## config.mk

```make
export PLATFORM = sky130hd
export DESIGN_NAME = dma_chain_channel
export DESIGN_NICKNAME = d
export VERILOG_FILES = /design/src/rtl/dmac_pkg.sv /design/src/rtl/dmac_fifo.sv /design/src/rtl/dmac_lane.sv /design/src/rtl/dma_chain_channel.sv
export SDC_FILE = /design/constraint.sdc
export NUM_CORES = 1
export LEC_CHECK = 0
export BUFFER_PORTS_ARGS = -buffer_cell sky130_fd_sc_hd__buf_2
export CAP_MARGIN = 40
export CORE_ASPECT_RATIO = 0.9
export CORE_MARGIN = 3
export CORE_UTILIZATION = 49
export CTS_CLUSTER_DIAMETER = 50
export CTS_CLUSTER_SIZE = 8
export DETAILED_ROUTE_END_ITERATION = 8
export MAX_ROUTING_LAYER = met4
export PLACE_DENSITY_LB_ADDON = 0.3
export SYNTH_ARGS = -nofsm -noshare
export SYNTH_HDL_FRONTEND = slang
export SYNTH_SLANG_ARGS = --single-unit
```

## constraint.sdc

```tcl
create_clock -name clk -period 9.5 [get_ports clk]
set_input_delay 1.425 -clock clk [delete_from_list [all_inputs] [get_ports clk]]
set_output_delay 1.425 -clock clk [all_outputs]
set_load 0.01 [all_outputs]
```

## src/rtl/dmac_pkg.sv

```systemverilog
// Shared constants and types for the chained-descriptor DMA channel.
// Assumes control-word field positions are fixed; the count field is 12 bits.
package dmac_pkg;
    localparam int CNT_W     = 12;
    localparam int BCODE_LSB = 12;
    localparam int WCODE_LSB = 14;
    localparam int SINC_BIT  = 16;
    localparam int DINC_BIT  = 17;

    localparam logic [2:0] REG_SRC = 3'd0;
    localparam logic [2:0] REG_DST = 3'd1;
    localparam logic [2:0] REG_NXT = 3'd2;
    localparam logic [2:0] REG_CTL = 3'd3;
    localparam logic [2:0] REG_CFG = 3'd4;
    localparam logic [2:0] REG_RAW = 3'd5;
    localparam logic [2:0] REG_MSK = 3'd6;

    localparam logic [1:0] W_BYTE = 2'd0;
    localparam logic [1:0] W_HALF = 2'd1;
    localparam logic [1:0] W_WORD = 2'd2;

    typedef enum logic [2:0] {S_IDLE, S_RD, S_WR, S_ACK, S_DONE, S_LL} state_t;

    // Items moved per burst request for a burst code.
    function automatic logic [4:0] burst_len(input logic [1:0] code);
        case (code)
            2'd0:    burst_len = 5'd1;
            2'd1:    burst_len = 5'd4;
            2'd2:    burst_len = 5'd8;
            default: burst_len = 5'd16;
        endcase
    endfunction
endpackage

```

## src/rtl/dmac_fifo.sv

```systemverilog
// Small item buffer between the read and write phases of the channel.
// Assumes the controller never pushes when full nor pops when empty.
module dmac_fifo #(
    parameter int DEPTH = 4,
    parameter int W     = 32,
    localparam int PW   = (DEPTH > 1) ? $clog2(DEPTH) : 1,
    localparam int CW   = $clog2(DEPTH + 1)
) (
    input  logic          clk,
    input  logic          rst_n,
    input  logic          flush,
    input  logic          push,
    input  logic [W-1:0]  pdata,
    input  logic          pop,
    output logic [W-1:0]  head,
    output logic [CW-1:0] count,
    output logic          full,
    output logic          empty
);
    logic [W-1:0]  mem_q [DEPTH];
    logic [PW-1:0] wp_q, rp_q;

    // Pointer and occupancy update, flush has priority.
    always_ff @(posedge clk) begin
        if (!rst_n || flush) begin
            wp_q  <= '0;
            rp_q  <= '0;
            count <= '0;
        end else begin
            if (push) wp_q <= (wp_q == PW'(DEPTH - 1)) ? '0 : wp_q + 1'b1;
            if (pop)  rp_q <= (rp_q == PW'(DEPTH - 1)) ? '0 : rp_q + 1'b1;
            count <= count + CW'(push) - CW'(pop);
        end
    end

    // Storage write.
    always_ff @(posedge clk) begin
        if (push) mem_q[wp_q] <= pdata;
    end

    assign head  = mem_q[rp_q];
    assign full  = (count == CW'(DEPTH));
    assign empty = (count == '0);

    p_no_overflow_r6: assert property (@(posedge clk) disable iff (!rst_n)
        push |-> !full);
    p_no_underflow_r6: assert property (@(posedge clk) disable iff (!rst_n)
        pop |-> !empty);
endmodule

```

## src/rtl/dmac_lane.sv

```systemverilog
// Little-endian lane steering and address step for one item size.
// Assumes size code 3 is treated as a word.
module dmac_lane
    import dmac_pkg::*;
(
    input  logic [1:0]  wcode,
    input  logic [1:0]  rd_off,
    input  logic [31:0] rdata,
    input  logic [1:0]  wr_off,
    input  logic [31:0] item,
    output logic [31:0] item_out,
    output logic [31:0] wdata,
    output logic [2:0]  step
);
    // Extract the read item and place the write item on their lanes.
    always_comb begin
        case (wcode)
            W_BYTE: begin
                item_out = {24'b0, rdata[{rd_off, 3'b000} +: 8]};
                wdata    = {24'b0, item[7:0]} << {wr_off, 3'b000};
                step     = 3'd1;
            end
            W_HALF: begin
                item_out = {16'b0, rdata[{rd_off[1], 4'b0000} +: 16]};
                wdata    = {16'b0, item[15:0]} << {wr_off[1], 4'b0000};
                step     = 3'd2;
            end
            default: begin
                item_out = rdata;
                wdata    = item;
                step     = 3'd4;
            end
        endcase
    end
endmodule

```

## src/rtl/dma_chain_channel.sv

```systemverilog
// One DMA channel: request-driven copy through a FIFO, descriptor chaining,
// raw/masked count and error status. Assumes one outstanding bus beat,
// completed by m_ready, with m_err valid only with m_ready.
module dma_chain_channel
    import dmac_pkg::*;
#(
    parameter int FIFO_DEPTH = 4,
    localparam int CW = $clog2(FIFO_DEPTH + 1)
) (
    input  logic        clk,
    input  logic        rst_n,
    input  logic        cfg_we,
    input  logic [2:0]  cfg_addr,
    input  logic [31:0] cfg_wdata,
    output logic [31:0] cfg_rdata,
    input  logic        dreq_single,
    input  logic        dreq_burst,
    output logic        dack,
    output logic        m_req,
    output logic        m_we,
    output logic [31:0] m_addr,
    output logic [1:0]  m_size,
    output logic [31:0] m_wdata,
    input  logic [31:0] m_rdata,
    input  logic        m_ready,
    input  logic        m_err,
    output logic        irq
);
    state_t      state_q;
    logic [31:0] src_q, dst_q, nxt_q, ctl_q, ll_base_q;
    logic        en_q, tcie_q, erie_q, raw_tc_q, raw_er_q;
    logic [4:0]  grant_q;
    logic [1:0]  ll_idx_q;

    logic [CNT_W-1:0] cnt;
    logic [1:0]  wcode, bcode;
    logic        sinc, dinc, ok, bad, busy, push, pop, flush;
    logic [4:0]  blen;
    logic [2:0]  step;
    logic [31:0] item_in, fifo_head;
    logic [CW-1:0] fifo_count;
    logic        fifo_full, fifo_empty;
    logic [1:0]  masked;

    assign cnt   = ctl_q[CNT_W-1:0];
    assign bcode = ctl_q[BCODE_LSB +: 2];
    assign wcode = ctl_q[WCODE_LSB +: 2];
    assign sinc  = ctl_q[SINC_BIT];
    assign dinc  = ctl_q[DINC_BIT];
    assign blen  = burst_len(bcode);
    assign ok    = m_req && m_ready && !m_err;
    assign bad   = m_req && m_ready && m_err;
    assign busy  = en_q || (state_q != S_IDLE);
    assign push  = (state_q == S_RD) && ok;
    assign pop   = (state_q == S_WR) && ok;
    assign flush = bad;

    dmac_lane i_lane (
        .wcode(wcode), .rd_off(src_q[1:0]), .rdata(m_rdata),
        .wr_off(dst_q[1:0]), .item(fifo_head),
        .item_out(item_in), .wdata(m_wdata), .step(step)
    );

    dmac_fifo #(.DEPTH(FIFO_DEPTH), .W(32)) i_fifo (
        .clk(clk), .rst_n(rst_n), .flush(flush), .push(push), .pdata(item_in),
        .pop(pop), .head(fifo_head), .count(fifo_count),
        .full(fifo_full), .empty(fifo_empty)
    );

    // Bus beat drive from the current state.
    always_comb begin
        m_req  = (state_q == S_RD) || (state_q == S_WR) || (state_q == S_LL);
        m_we   = (state_q == S_WR);
        m_size = (state_q == S_LL) ? W_WORD : wcode;
        case (state_q)
            S_WR:    m_addr = dst_q;
            S_LL:    m_addr = ll_base_q + {28'b0, ll_idx_q, 2'b00};
            default: m_addr = src_q;
        endcase
    end

    assign dack   = (state_q == S_ACK);
    assign masked = {raw_er_q & erie_q, raw_tc_q & tcie_q};
    assign irq    = |masked;

    // Register read mux.
    always_comb begin
        case (cfg_addr)
            REG_SRC: cfg_rdata = src_q;
            REG_DST: cfg_rdata = dst_q;
            REG_NXT: cfg_rdata = nxt_q;
            REG_CTL: cfg_rdata = ctl_q;
            REG_CFG: cfg_rdata = {29'b0, erie_q, tcie_q, en_q};
            REG_RAW: cfg_rdata = {30'b0, raw_er_q, raw_tc_q};
            REG_MSK: cfg_rdata = {30'b0, masked};
            default: cfg_rdata = '0;
        endcase
    end

    // Register writes, then the channel sequencer (later updates win).
    always_ff @(posedge clk) begin
        if (!rst_n) begin
            state_q <= S_IDLE;
            {src_q, dst_q, nxt_q, ctl_q, ll_base_q} <= '0;
            {en_q, tcie_q, erie_q, raw_tc_q, raw_er_q} <= '0;
            grant_q  <= '0;
            ll_idx_q <= '0;
        end else begin
            if (cfg_we) begin
                case (cfg_addr)
                    REG_SRC: if (!busy) src_q <= cfg_wdata;
                    REG_DST: if (!busy) dst_q <= cfg_wdata;
                    REG_NXT: if (!busy) nxt_q <= cfg_wdata;
                    REG_CTL: if (!busy) ctl_q <= cfg_wdata;
                    REG_CFG: {erie_q, tcie_q, en_q} <= cfg_wdata[2:0];
                    REG_RAW: begin
                        if (cfg_wdata[0]) raw_tc_q <= 1'b0;
                        if (cfg_wdata[1]) raw_er_q <= 1'b0;
                    end
                    default: ;
                endcase
            end
            case (state_q)
                S_IDLE: if (en_q) begin
                    if (cnt == '0) state_q <= S_DONE;
                    else if (dreq_burst) begin
                        grant_q <= (cnt < CNT_W'(blen)) ? cnt[4:0] : blen;
                        state_q <= S_RD;
                    end else if (dreq_single) begin
                        grant_q <= 5'd1;
                        state_q <= S_RD;
                    end
                end
                S_RD: if (ok) begin
                    if (sinc) src_q <= src_q + {29'b0, step};
                    ctl_q[CNT_W-1:0] <= cnt - 1'b1;
                    grant_q <= grant_q - 1'b1;
                    if (grant_q == 5'd1 || fifo_count == CW'(FIFO_DEPTH - 1))
                        state_q <= S_WR;
                end
                S_WR: if (ok) begin
                    if (dinc) dst_q <= dst_q + {29'b0, step};
                    if (fifo_count == CW'(1))
                        state_q <= (grant_q == '0) ? S_ACK : S_RD;
                end
                S_ACK: state_q <= (cnt == '0) ? S_DONE : S_IDLE;
                S_DONE: begin
                    raw_tc_q <= 1'b1;
                    if (nxt_q != '0) begin
                        ll_base_q <= nxt_q;
                        ll_idx_q  <= '0;
                        state_q   <= S_LL;
                    end else begin
                        en_q    <= 1'b0;
                        state_q <= S_IDLE;
                    end
                end
                S_LL: if (ok) begin
                    case (ll_idx_q)
                        2'd0:    src_q <= m_rdata;
                        2'd1:    dst_q <= m_rdata;
                        2'd2:    nxt_q <= m_rdata;
                        default: ctl_q <= m_rdata;
                    endcase
                    ll_idx_q <= ll_idx_q + 1'b1;
                    if (ll_idx_q == 2'd3) state_q <= S_IDLE;
                end
                default: state_q <= S_IDLE;
            endcase
            if (bad) begin
                en_q     <= 1'b0;
                raw_er_q <= 1'b1;
                state_q  <= S_IDLE;
            end
        end
    end

    p_err_abort_r10: assert property (@(posedge clk) disable iff (!rst_n)
        bad |=> (!en_q && raw_er_q && !m_req));
    p_wr_has_data_r6: assert property (@(posedge clk) disable iff (!rst_n)
        (m_req && m_we) |-> !fifo_empty);
    p_addr_hold_r4: assert property (@(posedge clk) disable iff (!rst_n)
        (m_req && !m_ready) |=> ($stable(m_addr) && m_req));
    p_dack_pulse_r2: assert property (@(posedge clk) disable iff (!rst_n)
        dack |=> !dack);
    p_fifo_bound_r6: assert property (@(posedge clk) disable iff (!rst_n)
        fifo_full |-> !push);
endmodule

```

==> impl_metrics.csv, run 1 <==
group,metric,value,unit
status,status,"completed",
sta,min_period_over_period,49.2,%
sta,max_freq,0.214,GHz
clocking,ctsHoldBuffers,0,
sta,skew,0.0201,ns
grt,grt_usage,33.2,%
grt,grt_pass1_wl,99900,µm
worst_setup_path,path_max_fanout,8,
worst_setup_path,end_kind,"primary output",
logic_synthesis,syn_area_per_cell,9.08,µm²
grt,gr-usage-met3,7.27,%
sta,setup_viol,0,
power_and_ir_drop,leakage,7.91,nW
drt,first_iter_violations,2317,
sta,tns,0,ns
floorplan,io_pins,176,
power_and_ir_drop,combPwrFrac,20.5,%
clocking,clkSinkCount,312,
sta,fin_crit,4.67,ns
placed_design,hpwl,45200,µm
final_layout,fin_util,57.0,%
power_and_ir_drop,internal_power,2.66,mW
sta,rsz0062_at_grt,"no",
clocking,cts_tree,"yes",
drt,wire_per_inst,25.3,µm
placed_design,placed_area,19400,µm²
logic_synthesis,synth_top_area_share,21.0,%
logic_synthesis,synth_area,18300,µm²
logic_synthesis,synth_edf_count,128,
logic_synthesis,synth.net_count,2116,
logic_synthesis,synth.largest_area_cell,"edfxtp_1",
drt,postRouteAntennaNets,0,
logic_synthesis,yosysWarningCount,0,
floorplan,die_y,189,µm
grt,grtUsageMet2,49.8,%
drt,vias_per_cell,6.69,
grt,antenna_found_initial,1,
logic_synthesis,synthArstFlopShare,0,%
worst_setup_path,crit_type,"flip-flop to primary output",
worst_hold_path,hold_depth,2,
sta,max_slew_margin,31.8,%
grt,grt_start_max_net_pins,79,
power_and_ir_drop,pwr-share-clk,39.8,%
drt,drc_errors,0,
final_layout,syn2layout_area_growth,13.8,%
floorplan,die_width,210,µm
clocking,clk_pin_slew_worst_paths,0.05,ns
logic_synthesis,synth-main-ff-cell,"dfxtp_1",
sta,slew_violations,0,
floorplan,start_util,50.1,%
worst_setup_path,start_kind,"flip-flop",
logic_synthesis,ys_types,87,
grt,use_met1,44.1,%
sta,tightest_slew,1.02,ns
floorplan,dieArea,39700,µm²
power_and_ir_drop,p_per_area,186,nW/µm²
power_and_ir_drop,sw_frac_of_total,31.3,%
clocking,post-cts-setup-buffer-count,0,
power_and_ir_drop,power_frac_seq,39.7,%
final_layout,fin_nets,2210,
logic_synthesis,synth_cells,2016,
power_and_ir_drop,finalPower,3.88,mW
clocking,clock_path_buffers,3,
clocking,numCtsBuffers,46,
final_layout,fin_cells,2618,
worst_hold_path,hp-class,"flip-flop to flip-flop",
worst_setup_path,cp.arrival,3.24,ns
drt,wl,66200,µm
run,maxCapViolCount,0,
logic_synthesis,synth.area.top_cells,"edfxtp_1 (21%), dfxtp_1 (20%), nand2_1 (5.9%)",
floorplan,core_region_area,36500,µm²
power_and_ir_drop,switchingPower,1.22,mW
worst_setup_path,crit_required,8.08,ns
power_and_ir_drop,peakVddDrop,113,µV
final_layout,final_cell_area,20800,µm²
logic_synthesis,seq_area_frac_synth,41.1,%
worst_hold_path,hp-start,"raw_tc_q$_SDFFE_PN0P_",
logic_synthesis,synth-seq-cells,312,
worst_hold_path,worstHoldEndpoint,"raw_tc_q$_SDFFE_PN0P_",
clocking,clockRootBuffer,"clkbuf_16",
grt,top_usage_layer,"met2",
drt,vias,17500,
clocking,post_cts_resize_count,0,
clocking,clk_latency,0.56,ns
sta,hold_viol,0,
placed_design,gp_congestion,0.964,
worst_setup_path,worstReg2RegStart,"state_q[0]$_SDFFE_PP0P_",
worst_setup_path,reg2reg_depth,11,
worst_setup_path,timing.rr.end,"i_fifo.count[2]$_SDFF_PP0_",
grt,overflow,0,
drt,firstDrtPassIters,5,
grt,grt_pass1_vias,16600,
placed_design,io_buffers,175,
floorplan,row_count,66,
placed_design,dp_cells,2538,
clocking,htree_levels,2,
worst_setup_path,rrSetupSlack,5.21,ns
final_layout,layout-drive-gt1-share,16.5,%
## Yosys cell counts, types with 10 or more instances
master	instances
a21oi_1	173
a31oi_1	12
and3_1	27
clkbuf_1	120
edfxtp_1	128
o21ai_0	105
dfxtp_1	184
mux4_2	33
xor2_1	37
a221oi_1	14
o21a_1	17
nor2_1	131
o22ai_1	27
mux2i_1	83
and4_1	10
nand3_1	35
a22oi_1	36
nand2b_1	13
a22o_1	58
nor3_1	32
buf_2	37
nor2b_1	10
a211oi_1	64
inv_1	30
a221o_1	31
nand4_1	31
xnor2_1	34
ha_1	24
and2_1	32
nor4_1	19
nand2_1	288
## registers in the layout, summed over array words and instances (netlist names), 2 cells and up, named ones only
name          cells
ctl_q            32
i_fifo.count      3
state_q           3
grant_q           5
dst_q            32
i_fifo.rp_q       2
i_fifo.wp_q       2
ll_base_q        32
i_fifo.mem_q    128
nxt_q            32
ll_idx_q          2
src_q            32
## power by group through the flow
| stage | logic, mW | clock network (mW) | registers (mW) |
|---|---|---|---|
| floorplan | 0.530 | 0 | 1.51 |
| global placement | 0.751 | 0 | 1.56 |
| detailed placement | 0.770 | 0 | 1.56 |
| CTS | 0.776 | 1.56 | 1.53 |
| global route | 0.848 | 1.62 | 1.54 |
| finish | 0.795 | 1.55 | 1.54 |
## how the worst max path moves through the flow
stage                             startpoint                    endpoint
global placement                 cfg_addr[0]                cfg_rdata[3]
finish              ll_idx_q[0]$_SDFFE_PN0P_                  m_addr[26]
CTS                 ll_idx_q[0]$_SDFFE_PN0P_                  m_addr[26]
floorplan                        cfg_addr[0]               cfg_rdata[11]
global route        ll_idx_q[0]$_SDFFE_PN0P_                  m_addr[26]
detailed placement                     m_err  i_fifo.count[2]$_SDFF_PP0_
## final cells by class
type	count	area, µm²
Inverter	31	119
Fill cell	3254	15700
Antenna cell	3	7.51
Sequential cell	312	7530
Multi-Input combinational cell	1499	9940
Timing Repair Buffer	220	1260
Clock inverter	2	32.5
Tap cell	476	596
Clock buffer	75	1330
## critical path: stages (launching register included)
cell	delay (ns)
dfxtp_1	0.43
ha_1	0.27
fa_1	0.34
and3_1	0.32
and3_1	0.46
nand2_1	0.13
or4_1	0.48
nand3_1	0.12
buf_2	0.14
## layout by cell type (no fill, tap or decap), types with 6 or more instances in the layout
cell | Yosys | routed
dfxtp_1 | 184 | 182
o211ai_1 | 6 | 6
nand2b_1 | 13 | 13
edfxtp_1 | 128 | 128
mux2i_1 | 83 | 83
or3_1 | 8 | 8
xnor2_1 | 34 | 34
nor3_1 | 32 | 31
mux2_2 | 8 | 8
a211oi_1 | 64 | 64
a221o_1 | 31 | 31
inv_1 | 30 | 29
clkbuf_1 | 120 | 23
and4_1 | 10 | 10
nor2_1 | 131 | 129
a22oi_1 | 36 | 36
o22ai_1 | 27 | 27
buf_4 | 8 | 41
nor4_1 | 19 | 16
nor2b_1 | 10 | 9
clkbuf_16 | 0 | 47
xor2_1 | 37 | 37
a221oi_1 | 14 | 14
a21oi_1 | 173 | 173
a22o_1 | 58 | 58
buf_2 | 37 | 176
a31oi_1 | 12 | 12
o21ai_0 | 105 | 104
o31a_1 | 6 | 6
nand2_1 | 288 | 287
o21a_1 | 17 | 17
nand3_1 | 35 | 35
and2_1 | 32 | 32
ha_1 | 24 | 24
and3_1 | 27 | 26
mux4_2 | 33 | 33
nand4_1 | 31 | 31
## metal layers
layer	share of wire (%)	vias up
li1	-	7718
met1	39	8380
met4	3.9	0
met2	44	1229
met5	0	-
met3	12	198
## kinds of logic (layout without fill, tap and decap cells)
family	after synthesis	in the layout	share of synthesized area (%)
other cells	0	3	0
simple gates	670	670	17.4
flops	312	312	41.1
compound gates	608	608	22.3
fa+ha+maj	26	26	1.86
buf+inv	205	328	4.77
xor+xnor	71	71	3.40
mux	124	124	9.09
## stage by stage
step | hold slack [ns] | worst slack [ns]
6_report | 0.484 | 4.83
5_1_grt | 0.507 | 4.77
4_1_cts | 0.483 | 4.89
3_5_place_dp | 0.476 | 4.96
3_3_place_gp | 0.468 | 5.06
2_1_floorplan | 0.449 | 5.26
No activity file was read; power rests on OpenSTA's default activity.
==> run 2, diff against run 1 <==
Clock period 9.5 ns to 4.78 ns, I/O delays scaled along.
==> impl_metrics.csv, run 2 (same netlist as run 1, synthesis figures left out) <==
group,metric,value,unit
worst_setup_path,crit_start,"ll_idx_q[0]$_SDFFE_PN0P_",
final_layout,final_cell_mix,"nand2_1 (287), dfxtp_1 (182), buf_2 (176)",
drt,wl,67000,µm
drt,firstDrtPassIters,5,
worst_setup_path,worst_path_most_repeated_cell,"and3_1",
placed_design,gp_congestion,1.01,
clocking,htree_levels,2,
sta,max_slew_margin,36.4,%
worst_setup_path,worst_path_max_delay_cell,"and3_1",
worst_setup_path,crit_path_end,"m_addr[26]",
clocking,clk_pin_slew_worst_paths,0.05,ns
sta,fin_crit,3.96,ns
drt,vias,17500,
worst_setup_path,cp_num_cells,8,
placed_design,hpwl,46300,µm
sta,slew_violations,0,
worst_setup_path,reg2reg_depth,11,
floorplan,die_y,189,µm
grt,grt_pass1_wl,101000,µm
sta,min_period_over_period,82.9,%
sta,skew,0.0460,ns
clocking,cts_tree,"yes",
drt,postRouteAntennaNets,0,
sta,setup_viol,0,
floorplan,row_count,66,
power_and_ir_drop,finalPower,7.76,mW
grt,grt_start_max_net_pins,65,
final_layout,syn2layout_area_growth,14.0,%
grt,grt_usage,33.7,%
status,status,"completed",
clocking,post_cts_resize_count,0,
clocking,clockRootBuffer,"clkbuf_16",
drt,vias_per_cell,6.68,
floorplan,die_width,210,µm
placed_design,io_buffers,175,
clocking,clock_path_buffers,3,
worst_setup_path,cp.arrival,3.25,ns
clocking,clk_latency,0.59,ns
floorplan,start_util,50.1,%
clocking,ctsHoldBuffers,0,
final_layout,fill_cells,3259,
drt,drc_errors,0,
worst_setup_path,crit_required,4.06,ns
clocking,post-cts-setup-buffer-count,0,
drt,wire_per_inst,25.5,µm
worst_setup_path,start_kind,"flip-flop",
worst_setup_path,crit_family,"simple AND/OR/NAND/NOR gates",
grt,overflow,0,
drt,first_iter_violations,2376,
worst_setup_path,worstReg2RegStart,"state_q[0]$_SDFFE_PP0P_",
clocking,clkSinkCount,312,
grt,grt_pass1_vias,16600,
worst_setup_path,cpPeakStageDelay,0.50,ns
sta,tns,0,ns
final_layout,antenna_cells,0,
worst_setup_path,crit_chain,"ha_1 > fa_1 > and3_1 > and3_1 > nand2_1 > or4_1 > nand3_1 > buf_2",
worst_hold_path,hold_depth,2,
worst_setup_path,end_kind,"primary output",
sta,tightest_slew,0.947,ns
final_layout,layout-drive-gt1-share,16.9,%
sta,rsz0062_at_grt,"no",
final_layout,seqCellArea,7530,µm²
sta,max_freq,0.252,GHz
final_layout,multiInputGateArea,9940,µm²
power_and_ir_drop,peakVddDrop,261,µV
power_and_ir_drop,leakage,7.95,nW
run,maxCapViolCount,0,
worst_hold_path,hp-class,"flip-flop to flip-flop",
worst_setup_path,cp.buffers_inverters,1,
final_layout,largest_reg_flops,128,
clocking,numCtsBuffers,47,
worst_setup_path,rrSetupSlack,1.16,ns
final_layout,top_register,"i_fifo.mem_q",
worst_setup_path,path_max_fanout,8,
power_and_ir_drop,p_per_area,372,nW/µm²
grt,antenna_found_initial,0,
worst_setup_path,crit_type,"flip-flop to primary output",
final_layout,final_common_cell,"nand2_1",
worst_setup_path,timing.rr.end,"i_fifo.count[2]$_SDFF_PP0_",
floorplan,core_region_area,36500,µm²
floorplan,io_pins,176,
final_layout,fin_nets,2218,
sta,hold_viol,0,
floorplan,dieArea,39700,µm²
==> run 2: cell types whose count changed in the layout (fill, tap and decap cells not counted), moves of 2 or more <==
cell	delta
diode_2	-3
buf_16	-2
clkbuf_1	-2
clkinv_2	+2
buf_4	+7
clkinv_1	+2
==> run 2: layout make-up <==
class | instances | area share (%)
clock buffers | 72 | 6.28
clock inverters | 7 | 0.402
inverters | 31 | 0.570
multi-input cells | 1499 | 47.6
flip-flops and latches | 312 | 36.1
well taps | 476 | 2.85
repair buffers | 227 | 6.17
==> run 2: report_power, final <==
part           leakage, nW  switching, mW  internal (mW)  total, mW
combinational         4.62           1.06          0.529       1.59
sequential            2.66          0.172           2.88       3.05
clock                0.672           1.25           1.88       3.13
total                 7.95           2.48           5.29       7.76
==> run 2: how the worst min path moves through the flow <==
stage	startpoint	endpoint	slack (ns)
2_1_floorplan	raw_tc_q$_SDFFE_PN0P_	raw_tc_q$_SDFFE_PN0P_	0.45
3_3_place_gp	raw_er_q$_SDFFE_PN0P_	raw_er_q$_SDFFE_PN0P_	0.47
3_5_place_dp	ll_base_q[1]$_SDFFE_PN0P_	ll_base_q[1]$_SDFFE_PN0P_	0.49
4_1_cts	nxt_q[9]$_SDFF_PN0_	ll_base_q[9]$_SDFFE_PN0P_	0.48
5_1_grt	ll_base_q[28]$_SDFFE_PN0P_	ll_base_q[28]$_SDFFE_PN0P_	0.51
6_report	nxt_q[9]$_SDFF_PN0_	ll_base_q[9]$_SDFFE_PN0P_	0.49
==> run 2: layer usage <==
metal  vias to the layer above  global-route usage (%)  share of wire (%)
met5                         -                       -                  0
met4                         0                    15.5                4.8
met2                      1140                    49.5                 45
met1                      8429                    45.1                 39
li1                       7724                       -                  -
met3                       228                    6.56                 11
==> run 2: through the flow <==
stage                     instance area (µm²)  worst slack, ns  instances  hold WS, ns  util, %
after floorplan                         18300             1.49       2016        0.449        -
after global placement                  19400            0.951       2541        0.468     53.2
after detailed placement                19500             1.24       2545        0.485     53.3
after CTS                               20900            0.882       2624        0.485     57.2
after global routing                    20900            0.733       2624        0.512     57.2
final                                   20900            0.816       2624        0.486     57.2
==> run 2: tightest hold or removal path: stages (launching register included) <==
cell	delay (ns)
dfxtp_1	0.35
nand2_1	0.07
a21oi_1	0.06
==> run 3, diff against run 2 <==
Clock period 4.78 ns to 3.45 ns, I/O delays scaled along.
==> impl_metrics.csv, run 3 (same netlist as run 1, synthesis figures left out) <==
group,metric,value,unit
grt,use_met1,44.4,%
grt,grtUsageMet2,50.0,%
final_layout,final_cell_area,21100,µm²
placed_design,dp_cells,2559,
drt,postRouteAntennaNets,0,
placed_design,placed_area,19600,µm²
floorplan,start_util,50.1,%
floorplan,dieArea,39700,µm²
sta,slew_violations,0,
sta,tightest_slew,0.821,ns
drt,wire_per_inst,25.1,µm
sta,fin_crit,3.32,ns
power_and_ir_drop,peakVddDrop,335,µV
drt,drc_errors,0,
floorplan,row_count,66,
final_layout,fin_cells,2637,
final_layout,layout-drive-gt1-share,17.7,%
sta,hold_viol,0,
final_layout,top_register,"i_fifo.mem_q",
grt,antenna_found_initial,0,
worst_setup_path,crit_chain,"or3b_4 > inv_2 > nor2_2 > buf_4 > a22oi_1 > o21ai_0 > buf_2",
floorplan,io_pins,176,
floorplan,die_y,189,µm
final_layout,final_cell_mix,"nand2_1 (287), dfxtp_1 (181), buf_2 (175)",
power_and_ir_drop,p_per_area,521,nW/µm²
grt,grt_pass1_vias,16500,
grt,grt_pass1_wl,99800,µm
worst_setup_path,cp.arrival,2.81,ns
drt,vias,17500,
clocking,clockRootBuffer,"clkbuf_16",
final_layout,final_common_cell,"nand2_1",
final_layout,largest_reg_flops,128,
clocking,htree_levels,2,
placed_design,hpwl,46000,µm
floorplan,core_region_area,36500,µm²
drt,wl,66200,µm
grt,gr-usage-met3,6.13,%
sta,max_freq,0.301,GHz
sta,skew,0.0168,ns
final_layout,fin_nets,2232,
final_layout,fin_util,57.8,%
worst_setup_path,crit_required,2.93,ns
grt,top_usage_layer,"met2",
placed_design,gp_congestion,1.00,
clocking,cts_tree,"yes",
worst_setup_path,path_max_fanout,32,
worst_setup_path,end_kind,"primary output",
final_layout,syn2layout_area_growth,15.2,%
final_layout,antenna_cells,0,
sta,fin_hold_ws,0.323,ns
drt,firstDrtPassIters,6,
clocking,clock_path_buffers,3,
clocking,ctsHoldBuffers,0,
sta,rsz0062_at_grt,"no",
run,maxCapViolCount,0,
floorplan,die_width,210,µm
clocking,clk_latency,0.57,ns
clocking,clk_pin_slew_worst_paths,0.05,ns
clocking,numCtsBuffers,47,
sta,min_period_over_period,96.4,%
worst_hold_path,hp-class,"primary input to flip-flop",
sta,setup_ws,0.126,ns
sta,tns,0,ns
worst_setup_path,crit_type,"flip-flop to primary output",
drt,vias_per_cell,6.64,
drt,first_iter_violations,2254,
grt,grt_usage,33.2,%
worst_setup_path,worst_path_max_delay_cell,"or3b_4",
clocking,clkSinkCount,312,
worst_setup_path,start_kind,"flip-flop",
placed_design,io_buffers,175,
status,status,"completed",
power_and_ir_drop,leakage,8.07,nW
power_and_ir_drop,finalPower,11.0,mW
sta,setup_viol,0,
grt,grt_start_max_net_pins,134,
grt,overflow,0,
placed_design,pre_cts_ws,0.536,ns
worst_setup_path,cpPeakStageDelay,0.46,ns
sta,max_slew_margin,44.9,%
[run 3: changes by cell type in the layout (fill, tap and decap cells not counted), sizes merged]
cell / before / now
buf: 227 / 241
clkbuf: 72 / 71
clkinv: 6 / 3
bufinv: 0 / 3
[run 3: layer usage]
layer,up-vias,share of wire [%]
met4,0,4.4
met2,1120,45
met3,201,11
met1,8427,40
met5,-,0
li1,7766,-
[run 3: worst max-delay path: cells and delay by family (launching register included)]
| family | cells | cell delay, ns |
|---|---|---|
| buf+inv | 3 | 0.77 |
| simple gates | 2 | 0.53 |
| compound gates | 2 | 0.47 |
| flops | 1 | 0.44 |
[run 3: final timing paths]
| path | from | end | slack [ns] | cells past startpoint |
|---|---|---|---|---|
| max | state_q[1]$_SDFFE_PP0P_ | m_addr[15] | 0.13 | 7 |
| min reg2reg | raw_er_q$_SDFFE_PN0P_ | raw_er_q$_SDFFE_PN0P_ | 0.48 | 2 |
| max reg2reg | state_q[1]$_SDFFE_PP0P_ | i_fifo.count[2]$_SDFF_PP0_ | 0.54 | 11 |
| min | cfg_wdata[2] | erie_q$_SDFFE_PN0P_ | 0.32 | 3 |
[run 3: area by class of cell]
| class | count | area (µm²) |
|---|---|---|
| clock buffer | 71 | 1310 |
| clock inverter | 7 | 150 |
| fill | 3260 | 15400 |
| inverter | 31 | 119 |
| multi-input combinational | 1499 | 9950 |
| sequential | 312 | 7530 |
| tap | 476 | 596 |
| timing repair buffer | 241 | 1430 |
[run 3: repair_timing]
item                       in CTS  in global routing
cloned                          0                  0
resized for setup               2                  3
setup buffers                   0                  0
setup endpoints to repair       4                 10
[run 3: where the power goes]
part	switching, mW	internal, mW	total [mW]
Clock	1.71	2.82	4.54
Combinational	1.49	0.769	2.26
Sequential	0.211	3.99	4.20
